`src/rtl/bwmp_pkg.sv`:
```
// Package: shared constants and types for the byte write mask packer.
// Assumes a 32-byte region, 4-byte dwords and one 32-bit mask dword.
package bwmp_pkg;
    localparam int REGION_BYTES = 32;
    localparam int DW_BYTES     = 4;
    localparam int DW_BITS      = DW_BYTES * 8;
    localparam int DW_PER_REG   = REGION_BYTES / DW_BYTES;
    localparam int IDX_W        = $clog2(DW_PER_REG);
    localparam int CNT_W        = IDX_W + 1;
    localparam int REG_BITS     = REGION_BYTES * 8;

    typedef enum logic [1:0] {
        ST_IDLE = 2'd0,
        ST_MASK = 2'd1,
        ST_DATA = 2'd2
    } bwmp_state_e;
endpackage

```
`src/rtl/bwmp_span_find.sv`:
```
// Module: bwmp_span_find
// Purpose: finds the lowest and highest dword of the region that hold
// at least one enabled byte. Purely combinational.
// Assumes: the enable vector has one bit per byte of the region.
module bwmp_span_find
    import bwmp_pkg::*;
(
    input  logic [REGION_BYTES-1:0] byte_en,
    output logic                    any_en,
    output logic [IDX_W-1:0]        first_idx,
    output logic [IDX_W-1:0]        last_idx
);
    logic [DW_PER_REG-1:0] dw_hit;

    // One occupancy flag per dword.
    for (genvar g = 0; g < DW_PER_REG; g++) begin : g_hit
        assign dw_hit[g] = |byte_en[g*DW_BYTES +: DW_BYTES];
    end

    // Priority search from both ends of the occupancy vector.
    always_comb begin
        first_idx = '0;
        last_idx  = '0;
        for (int d = DW_PER_REG - 1; d >= 0; d--) begin
            if (dw_hit[d]) first_idx = IDX_W'(d);
        end
        for (int d = 0; d < DW_PER_REG; d++) begin
            if (dw_hit[d]) last_idx = IDX_W'(d);
        end
    end

    assign any_en = |dw_hit;
endmodule

```
`src/rtl/bwmp_stream.sv`:
```
// Module: bwmp_stream
// Purpose: captures one write with its computed span and streams the
// mask dword followed by the data dwords of the span.
// Assumes: first_idx <= last_idx whenever any_en is set.
module bwmp_stream
    import bwmp_pkg::*;
#(
    parameter int ADDR_W = 40
) (
    input  logic                    clk,
    input  logic                    rst_n,
    input  logic                    in_valid,
    output logic                    in_ready,
    input  logic [ADDR_W-1:0]       in_addr,
    input  logic [REG_BITS-1:0]     in_data,
    input  logic [REGION_BYTES-1:0] in_byte_en,
    input  logic                    any_en,
    input  logic [IDX_W-1:0]        first_idx,
    input  logic [IDX_W-1:0]        last_idx,
    output logic                    out_valid,
    input  logic                    out_ready,
    output logic [DW_BITS-1:0]      out_data,
    output logic                    out_last,
    output logic [ADDR_W-1:0]       out_addr,
    output logic [CNT_W-1:0]        out_count,
    output logic                    drop
);
    localparam int OFS_W = IDX_W + 2;

    bwmp_state_e             state_q;
    logic [REG_BITS-1:0]     data_q;
    logic [REGION_BYTES-1:0] mask_q;
    logic [IDX_W-1:0]        idx_q;
    logic [IDX_W-1:0]        end_q;
    logic [ADDR_W-1:0]       addr_q;
    logic [CNT_W-1:0]        cnt_q;
    logic                    drop_q;
    logic                    take;
    logic                    beat_done;

    assign take      = in_valid && in_ready;
    assign beat_done = out_valid && out_ready;

    // Sequencer: idle, mask beat, then data beats up to the span end.
    always_ff @(posedge clk) begin
        if (!rst_n) begin
            state_q <= ST_IDLE;
            idx_q   <= '0;
            end_q   <= '0;
            drop_q  <= 1'b0;
        end else begin
            drop_q <= take && !any_en;
            case (state_q)
                ST_IDLE: if (take && any_en) begin
                    state_q <= ST_MASK;
                    idx_q   <= first_idx;
                    end_q   <= last_idx;
                end
                ST_MASK: if (beat_done) state_q <= ST_DATA;
                ST_DATA: if (beat_done) begin
                    if (idx_q == end_q) state_q <= ST_IDLE;
                    else                idx_q   <= idx_q + 1'b1;
                end
                default: state_q <= ST_IDLE;
            endcase
        end
    end

    // Payload and header capture on acceptance of a non-empty write.
    always_ff @(posedge clk) begin
        if (!rst_n) begin
            data_q <= '0;
            mask_q <= '0;
            addr_q <= '0;
            cnt_q  <= '0;
        end else if (take && any_en) begin
            data_q <= in_data;
            mask_q <= in_byte_en;
            addr_q <= {in_addr[ADDR_W-1:OFS_W], first_idx, 2'b00};
            cnt_q  <= {1'b0, last_idx} - {1'b0, first_idx} + 1'b1;
        end
    end

    assign in_ready  = (state_q == ST_IDLE);
    assign out_valid = (state_q != ST_IDLE);
    assign out_data  = (state_q == ST_MASK) ? DW_BITS'(mask_q)
                                            : data_q[{idx_q, 5'b0} +: DW_BITS];
    assign out_last  = (state_q == ST_DATA) && (idx_q == end_q);
    assign out_addr  = addr_q;
    assign out_count = cnt_q;
    assign drop      = drop_q;

    AST_HOLD_BEAT: assert property (@(posedge clk) disable iff (!rst_n)
        out_valid && !out_ready |=> out_valid && $stable(out_data) && $stable(out_last));
    AST_HOLD_HDR: assert property (@(posedge clk) disable iff (!rst_n)
        out_valid && !out_ready |=> $stable(out_addr) && $stable(out_count));
    AST_BUSY_BLOCKS: assert property (@(posedge clk) disable iff (!rst_n)
        out_valid |-> !in_ready);
    AST_DROP_IDLE: assert property (@(posedge clk) disable iff (!rst_n)
        drop |-> !out_valid && in_ready);
    AST_ADDR_ALIGN: assert property (@(posedge clk) disable iff (!rst_n)
        out_valid |-> out_addr[1:0] == 2'b00);
    AST_COUNT_RANGE: assert property (@(posedge clk) disable iff (!rst_n)
        out_valid |-> (out_count >= 1) && (out_count <= CNT_W'(DW_PER_REG)));
    AST_LAST_ENDS: assert property (@(posedge clk) disable iff (!rst_n)
        out_valid && out_ready && out_last |=> !out_valid && in_ready);
    AST_DROP_PULSE: assert property (@(posedge clk) disable iff (!rst_n)
        drop |=> !drop || $past(in_valid));
endmodule

```
`src/rtl/bwmp_top.sv`:
```
// Module: bwmp_top
// Purpose: byte write mask packer top; joins the span search and the
// streaming sequencer.
// Assumes: one write per region; callers split multi-region writes.
module bwmp_top
    import bwmp_pkg::*;
#(
    parameter int ADDR_W = 40
) (
    input  logic                    clk,
    input  logic                    rst_n,
    input  logic                    in_valid,
    output logic                    in_ready,
    input  logic [ADDR_W-1:0]       in_addr,
    input  logic [REG_BITS-1:0]     in_data,
    input  logic [REGION_BYTES-1:0] in_byte_en,
    output logic                    out_valid,
    input  logic                    out_ready,
    output logic [DW_BITS-1:0]      out_data,
    output logic                    out_last,
    output logic [ADDR_W-1:0]       out_addr,
    output logic [CNT_W-1:0]        out_count,
    output logic                    drop
);
    logic             any_en;
    logic [IDX_W-1:0] first_idx;
    logic [IDX_W-1:0] last_idx;

    bwmp_span_find u_span (
        .byte_en   (in_byte_en),
        .any_en    (any_en),
        .first_idx (first_idx),
        .last_idx  (last_idx)
    );

    bwmp_stream #(.ADDR_W(ADDR_W)) u_stream (
        .clk        (clk),
        .rst_n      (rst_n),
        .in_valid   (in_valid),
        .in_ready   (in_ready),
        .in_addr    (in_addr),
        .in_data    (in_data),
        .in_byte_en (in_byte_en),
        .any_en     (any_en),
        .first_idx  (first_idx),
        .last_idx   (last_idx),
        .out_valid  (out_valid),
        .out_ready  (out_ready),
        .out_data   (out_data),
        .out_last   (out_last),
        .out_addr   (out_addr),
        .out_count  (out_count),
        .drop       (drop)
    );
endmodule

```
`config.mk`:
```
export PLATFORM = sky130hd
export DESIGN_NAME = bwmp_top
export DESIGN_NICKNAME = d
export VERILOG_FILES = /design/src/rtl/bwmp_pkg.sv /design/src/rtl/bwmp_span_find.sv /design/src/rtl/bwmp_stream.sv /design/src/rtl/bwmp_top.sv
export SDC_FILE = /design/constraint.sdc
export NUM_CORES = 1
export LEC_CHECK = 0
export BUFFER_PORTS_ARGS = -buffer_cell sky130_fd_sc_hd__buf_2
export CORE_MARGIN = 4
export CORE_UTILIZATION = 52
export CTS_BUF_LIST = sky130_fd_sc_hd__clkbuf_16
export DETAILED_ROUTE_END_ITERATION = 10
export MAX_ROUTING_LAYER = met4
export PLACE_DENSITY = 0.82
export SLEW_MARGIN = 20
export SYNTH_ARGS = -nofsm -noshare
export SYNTH_HDL_FRONTEND = slang
export SYNTH_SLANG_ARGS = --single-unit
```
`constraint.sdc`:
```
create_clock -name clk -period 3.9 [get_ports clk]
set_input_delay 1.17 -clock clk [delete_from_list [all_inputs] [get_ports clk]]
set_output_delay 1.17 -clock clk [all_outputs]
set_load 0.05 [all_outputs]
```
=== Word-level counts from Yosys, hierarchy flattened ===
Cells that the tools add are included.

* Add/subtract/negate cells: 3
* Reduce and logical (&&, ||, !) cells: 21
* Multiplexer cells: 25
* Shift-type cells: 1
* Eq/ne operators: 8

{| class="wikitable"
|+ Operators with widths
! kind !! number
|-
| 256-bit by 9-bit indexed part select with 32-bit output || 1
|-
| 3-bit two-way mux || 15
|-
| 32-bit two-way mux || 1
|-
| 32-bit OR reduction || 1
|-
| 4-bit OR reduction || 8
|-
| 2-bit two-way mux || 6
|-
| 4-bit AND reduction || 2
|-
| 2-bit by 1-bit != test with 1-bit output, second input constant || 3
|-
| 2-bit one-hot mux with 3 select lines || 1
|-
| 3-bit one-hot mux with 2 select lines || 1
|-
| 1-bit logical AND || 5
|-
| 4-bit by 1-bit adder with 4-bit output, second input constant || 1
|-
| 2-bit != test, second input constant || 2
|-
| 2-bit nonzero test || 2
|-
| 3-bit by 3-bit subtractor with 4-bit output || 1
|-
| 3-bit by 1-bit adder with 3-bit output, second input constant || 1
|-
| 3-bit == test || 1
|-
| 2-bit by 1-bit == test with 1-bit output, second input constant || 1
|-
| 2-bit == test, second input constant || 1
|-
| 2-bit logical NOT || 1
|-
| 2-bit AND reduction || 1
|-
| 1-bit logical NOT || 1
|-
| 1-bit two-way mux || 1
|}

* Logic and storage cells: 66
* Input port bits: 332
* Output and inout bits: 80
* Bits in registers: 339

=== Depth between registers and ports, before layout ===
* Depth after elaboration: 11
* Mapped depth: 10
* Mapped depth without buffers: 10

=== Hierarchy ===
A second synthesis with hierarchy kept.

* Cells, all modules: 1860
* Area total of the unflattened synthesis: 15254.6 um2

{| class="wikitable"
|+ Modules (own cells, without submodules)
! module !! instances !! sequential area each (um2) !! area each (um2) !! cells an instance
|-
| bwmp_stream || 1 || 6786.5 || 15049.4 || 1831
|-
| bwmp_span_find || 1 || 0.0 || 205.2 || 29
|}

=== Least setup slack after synthesis ===
No wires, ideal clock.

* Path kind: register to output
* Start point: register u_stream.idx_q[0]
* End point: output port out_data[10]
* Path buffers: 3
* Setup slack: 0.286 ns
* Cell stages (with the launch flop): 7
* Data required time: 2.730 ns
* Arrival: 2.444 ns
* Cells stage by stage: dfxtp_1 clkbuf_1 buf_2 buf_2 mux4_2 mux2i_1 o21ai_0

* Word-level cells in the longest chain between the ends: 2

{| class="wikitable"
|+ RTL lines
! what !! line !! text
|-
| start, declared || bwmp_stream.sv:33 || <nowiki>logic [IDX_W-1:0] idx_q;</nowiki>
|-
| start signal, assigned || bwmp_stream.sv:56 || <nowiki>idx_q <= first_idx;</nowiki>
|-
| start signal, assigned || bwmp_stream.sv:62 || <nowiki>else idx_q <= idx_q + 1'b1;</nowiki>
|-
| 256-bit by 9-bit indexed part select with 32-bit output || bwmp_stream.sv:87 || <nowiki>: data_q[{idx_q, 5'b0} +: DW_BITS];</nowiki>
|-
| 32-bit two-way mux || bwmp_stream.sv:86 || <nowiki>assign out_data = (state_q == ST_MASK) ? DW_BITS'(mask_q)</nowiki>
|-
| end, declared || bwmp_top.sv:19 || <nowiki>output logic [DW_BITS-1:0] out_data,</nowiki>
|}

No other way between the ends.

=== Worst setup path in the final report ===
* Start point: register u_stream.idx_q[0]
* End point: output port out_data[1]

Same word-level chain as after synthesis.

==> out/results.md <==
- total chip power: 8.84 mW
- routed wirelength normalized by instance count: 17.6 µm
- Synth Cell Area: 14300 µm²
- CTS clk-pin slew, worst paths: 0.06 ns
- remaining routing DRC violations: 0
- die footprint: 30300 µm²
- antenna violations before repair: 17
- Yosys top cell by area: dfxtp_1
- mean instance size in the synthesized netlist: 8.38 µm²
- Remaining Overflow, GRT: 0
- actual transition at the worst max-transition pin: 0.840 ns
- I/O pins: 412
- placed cell count: 2342
- Area contributors post-synth: dfxtp_1, nand2_1, a21oi_1
- H-tree level count: 2
- proportion of netlist area held by the largest area contributor: 47.4%
- DIE WIDTH: 174 µm
- worst reg2reg startpoint: u_stream.state_q[1]
- number of distinct library cell variants in the gate-level netlist after synthesis: 43
- RSZ-0062 raised after global routing: false
- required time at the endpoint of the critical path: 2.73 ns
- start-to-end type of the worst setup path: flip-flop to output pin
- clock latency on the worst-skew pair: 0.52 ns
- compound-gate portion of the synthesized area: 13.8%
- Initial Util: 53.0%
- shortest period the worst path allows: 3.76 ns
- IO Port Bufs: 404
- total detailed-routing wirelength: 42800 µm
- critical path endpoint category: output pin
- startpoint of the tightest hold check path: u_stream.data_q[121]
- f_max: 266 MHz
- number of rows in the core area: 60
- synthesized-area fraction occupied by xor and xnor cells: 0.244%
- Layout Cells excl Fill: 2425
- worst IR drop on VDD: 0.405 mV
- first-iteration detailed-routing DRC count: 1029
- synthesis-stage register bit count: 339
- height of the chip: 174 µm
- hold bufs inserted after CTS: 0
- skew final: 0.0134 ns
- Pre-antenna DRT Iters: 6
- area of the placeable core: 27000 µm²
- warnings from Yosys: 0
- routability-driven placement congestion ratio: 0.881
- Root Buffer: clkbuf_16
- setup fix buffers added after clock tree synthesis: 0
- number of instances resized during post-cts repair: 0
- sequential cell area: 6800 µm²
- launching element of the worst setup path: u_stream.idx_q[0]
- total routing usage reported by global routing: 27.7%
- max-slew violation count: 0
- Detailed Place HPWL: 30200 µm
- Total Nets Final: 2378
- setup_tns: 0 ns
- reported leakage power: 7.20 nW
- final instance area: 17700 µm²
- largest driver fanout on the critical path: 37
- CTS Buffer Depth: 3
- most common cell after layout, fill and taps aside: nand2_1
- Worst Path Arrival: 2.59 ns
- area overhead of the layout relative to synthesis: 23.3%
- adder-cell area share of the yosys netlist: 0.576%
- TritonCTS sink count: 339
- number of nets with antenna violations after detailed routing: 0
- register area share after synthesis: 47.4%
- category of the worst setup path launch point: flip-flop
- number of clock buffers inserted by TritonCTS: 37
- Max Cap Viol: 0
- worst min-delay path category: flip-flop to flip-flop
- Hold Vio Cnt, Final: 0
- mux contribution to synthesized area: 12.3%
- combined area of the multi-input logic cells: 6790 µm²
- simple-gate area share of the yosys netlist: 20.2%
- filler instances: 2252
- result of the run: complete, no violations
- most used flip-flop cell after synthesis: dfxtp_1
- number of flops mapped to enable cells by yosys: 0
- count of endpoints failing setup in the final report: 0
- placed cell areas: 16400 µm²
- main combinational cell family by area after synthesis: simple AND/OR/NAND/NOR gates
- maximum number of pins on one net before global-route repair: 160
- first-pass GRT wire length: 66700 µm
- fraction of final layout cells with drive strength greater than 1: 27.5%
- TritonCTS clock tree: built
- via count of the first global-routing pass: 12896
- detailed-route via count: 13363
- share of flip-flops with an asynchronous set or reset after synthesis: 0%
- vias per cell: 5.51
- count of mapped cells out of synthesis: 1709
- power per cell area: 501 nW/µm²
- share of the clock period used by the worst path after layout: 96.5%
- Slew Limit Headroom: 44.0%
- commonest cells after routing, fill and taps aside: nand2_1, buf_2, dfxtp_1, a21oi_1, mux4_2
==> power breakdown <==
group	switching, mW	internal [mW]
registers	0.132	3.71
clock network	1.42	2.15
logic	0.938	0.496
total	2.49	6.35
==> cells by family after synthesis <==
kind of cell / after synthesis
compound gates: 387
xor+xnor: 4
fa+ha+maj: 6
buf+inv: 145
flops: 339
mux: 96
other cells: 1
simple gates: 731
==> area by class of cell <==
| cell class | instances | area share [%] |
|---|---|---|
| well taps | 341 | 2.41 |
| diodes | 16 | 0.227 |
| repair buffers | 430 | 13.3 |
| clock inverters | 28 | 1.54 |
| clock buffers | 39 | 5.52 |
| flip-flops and latches | 339 | 38.5 |
| multi-input cells | 1226 | 38.4 |
| inverters | 6 | 0.170 |
==> stage by stage <==
stage / worst slack, ns / hold slack [ns] / utilization, %
after CTS: 0.196 / 0.453 / 65.2
after global placement: 0.163 / 0.438 / 60.6
after detailed placement: 0.167 / 0.443 / 60.6
final: 0.136 / 0.452 / 65.4
after global routing: 0.0873 / 0.465 / 65.4
after floorplan: 0.286 / 0.433 / -
==> worst paths after layout <==
kind | to | slack, ns | cells after the start
hold reg to reg | u_stream.data_q[121] | 0.45 | 2
setup / recovery | out_data[1] | 0.14 | 5
setup reg to reg | u_stream.data_q[130] | 1.23 | 6
hold / removal | u_stream.data_q[121] | 0.45 | 2
==> worst max-delay path, stage by stage, from the launching register on <==
cell	delay [ns]
dfxtp_4	0.37
buf_12	0.28
mux4_2	0.61
mux2i_1	0.37
o21ai_0	0.15
buf_2	0.26
==> synthesized netlist by cell type (all sizes together), types with 2 or more instances <==
cell type / count
ha: 5
mux4: 64
nor2: 4
or4: 3
nor4: 9
nand3: 6
nand2: 696
nand2b: 2
o21ai: 39
nand4: 2
xnor2: 4
buf: 79
nand3b: 2
clkbuf: 60
and2: 2
mux2i: 32
nor2b: 2
dfxtp: 339
a31oi: 3
a211oi: 2
inv: 5
a21boi: 2
a311oi: 2
a21oi: 334
==> state kept, by name, summed over array words and instances (netlist names) <==
signal	cells
u_stream.idx_q	3
u_stream.data_q	256
u_stream.out_addr	38
u_stream.mask_q	32
u_stream.out_count	4
u_stream.end_q	3
u_stream.drop	1
u_stream.state_q	2
==> metal layers <==
layer	routed length (µm)	GRT usage, %
met5	0	-
met4	1430	10.0
met1	18300	36.9
met3	3420	4.94
met2	19600	42.8
No activity file was read; power rests on OpenSTA's default activity.
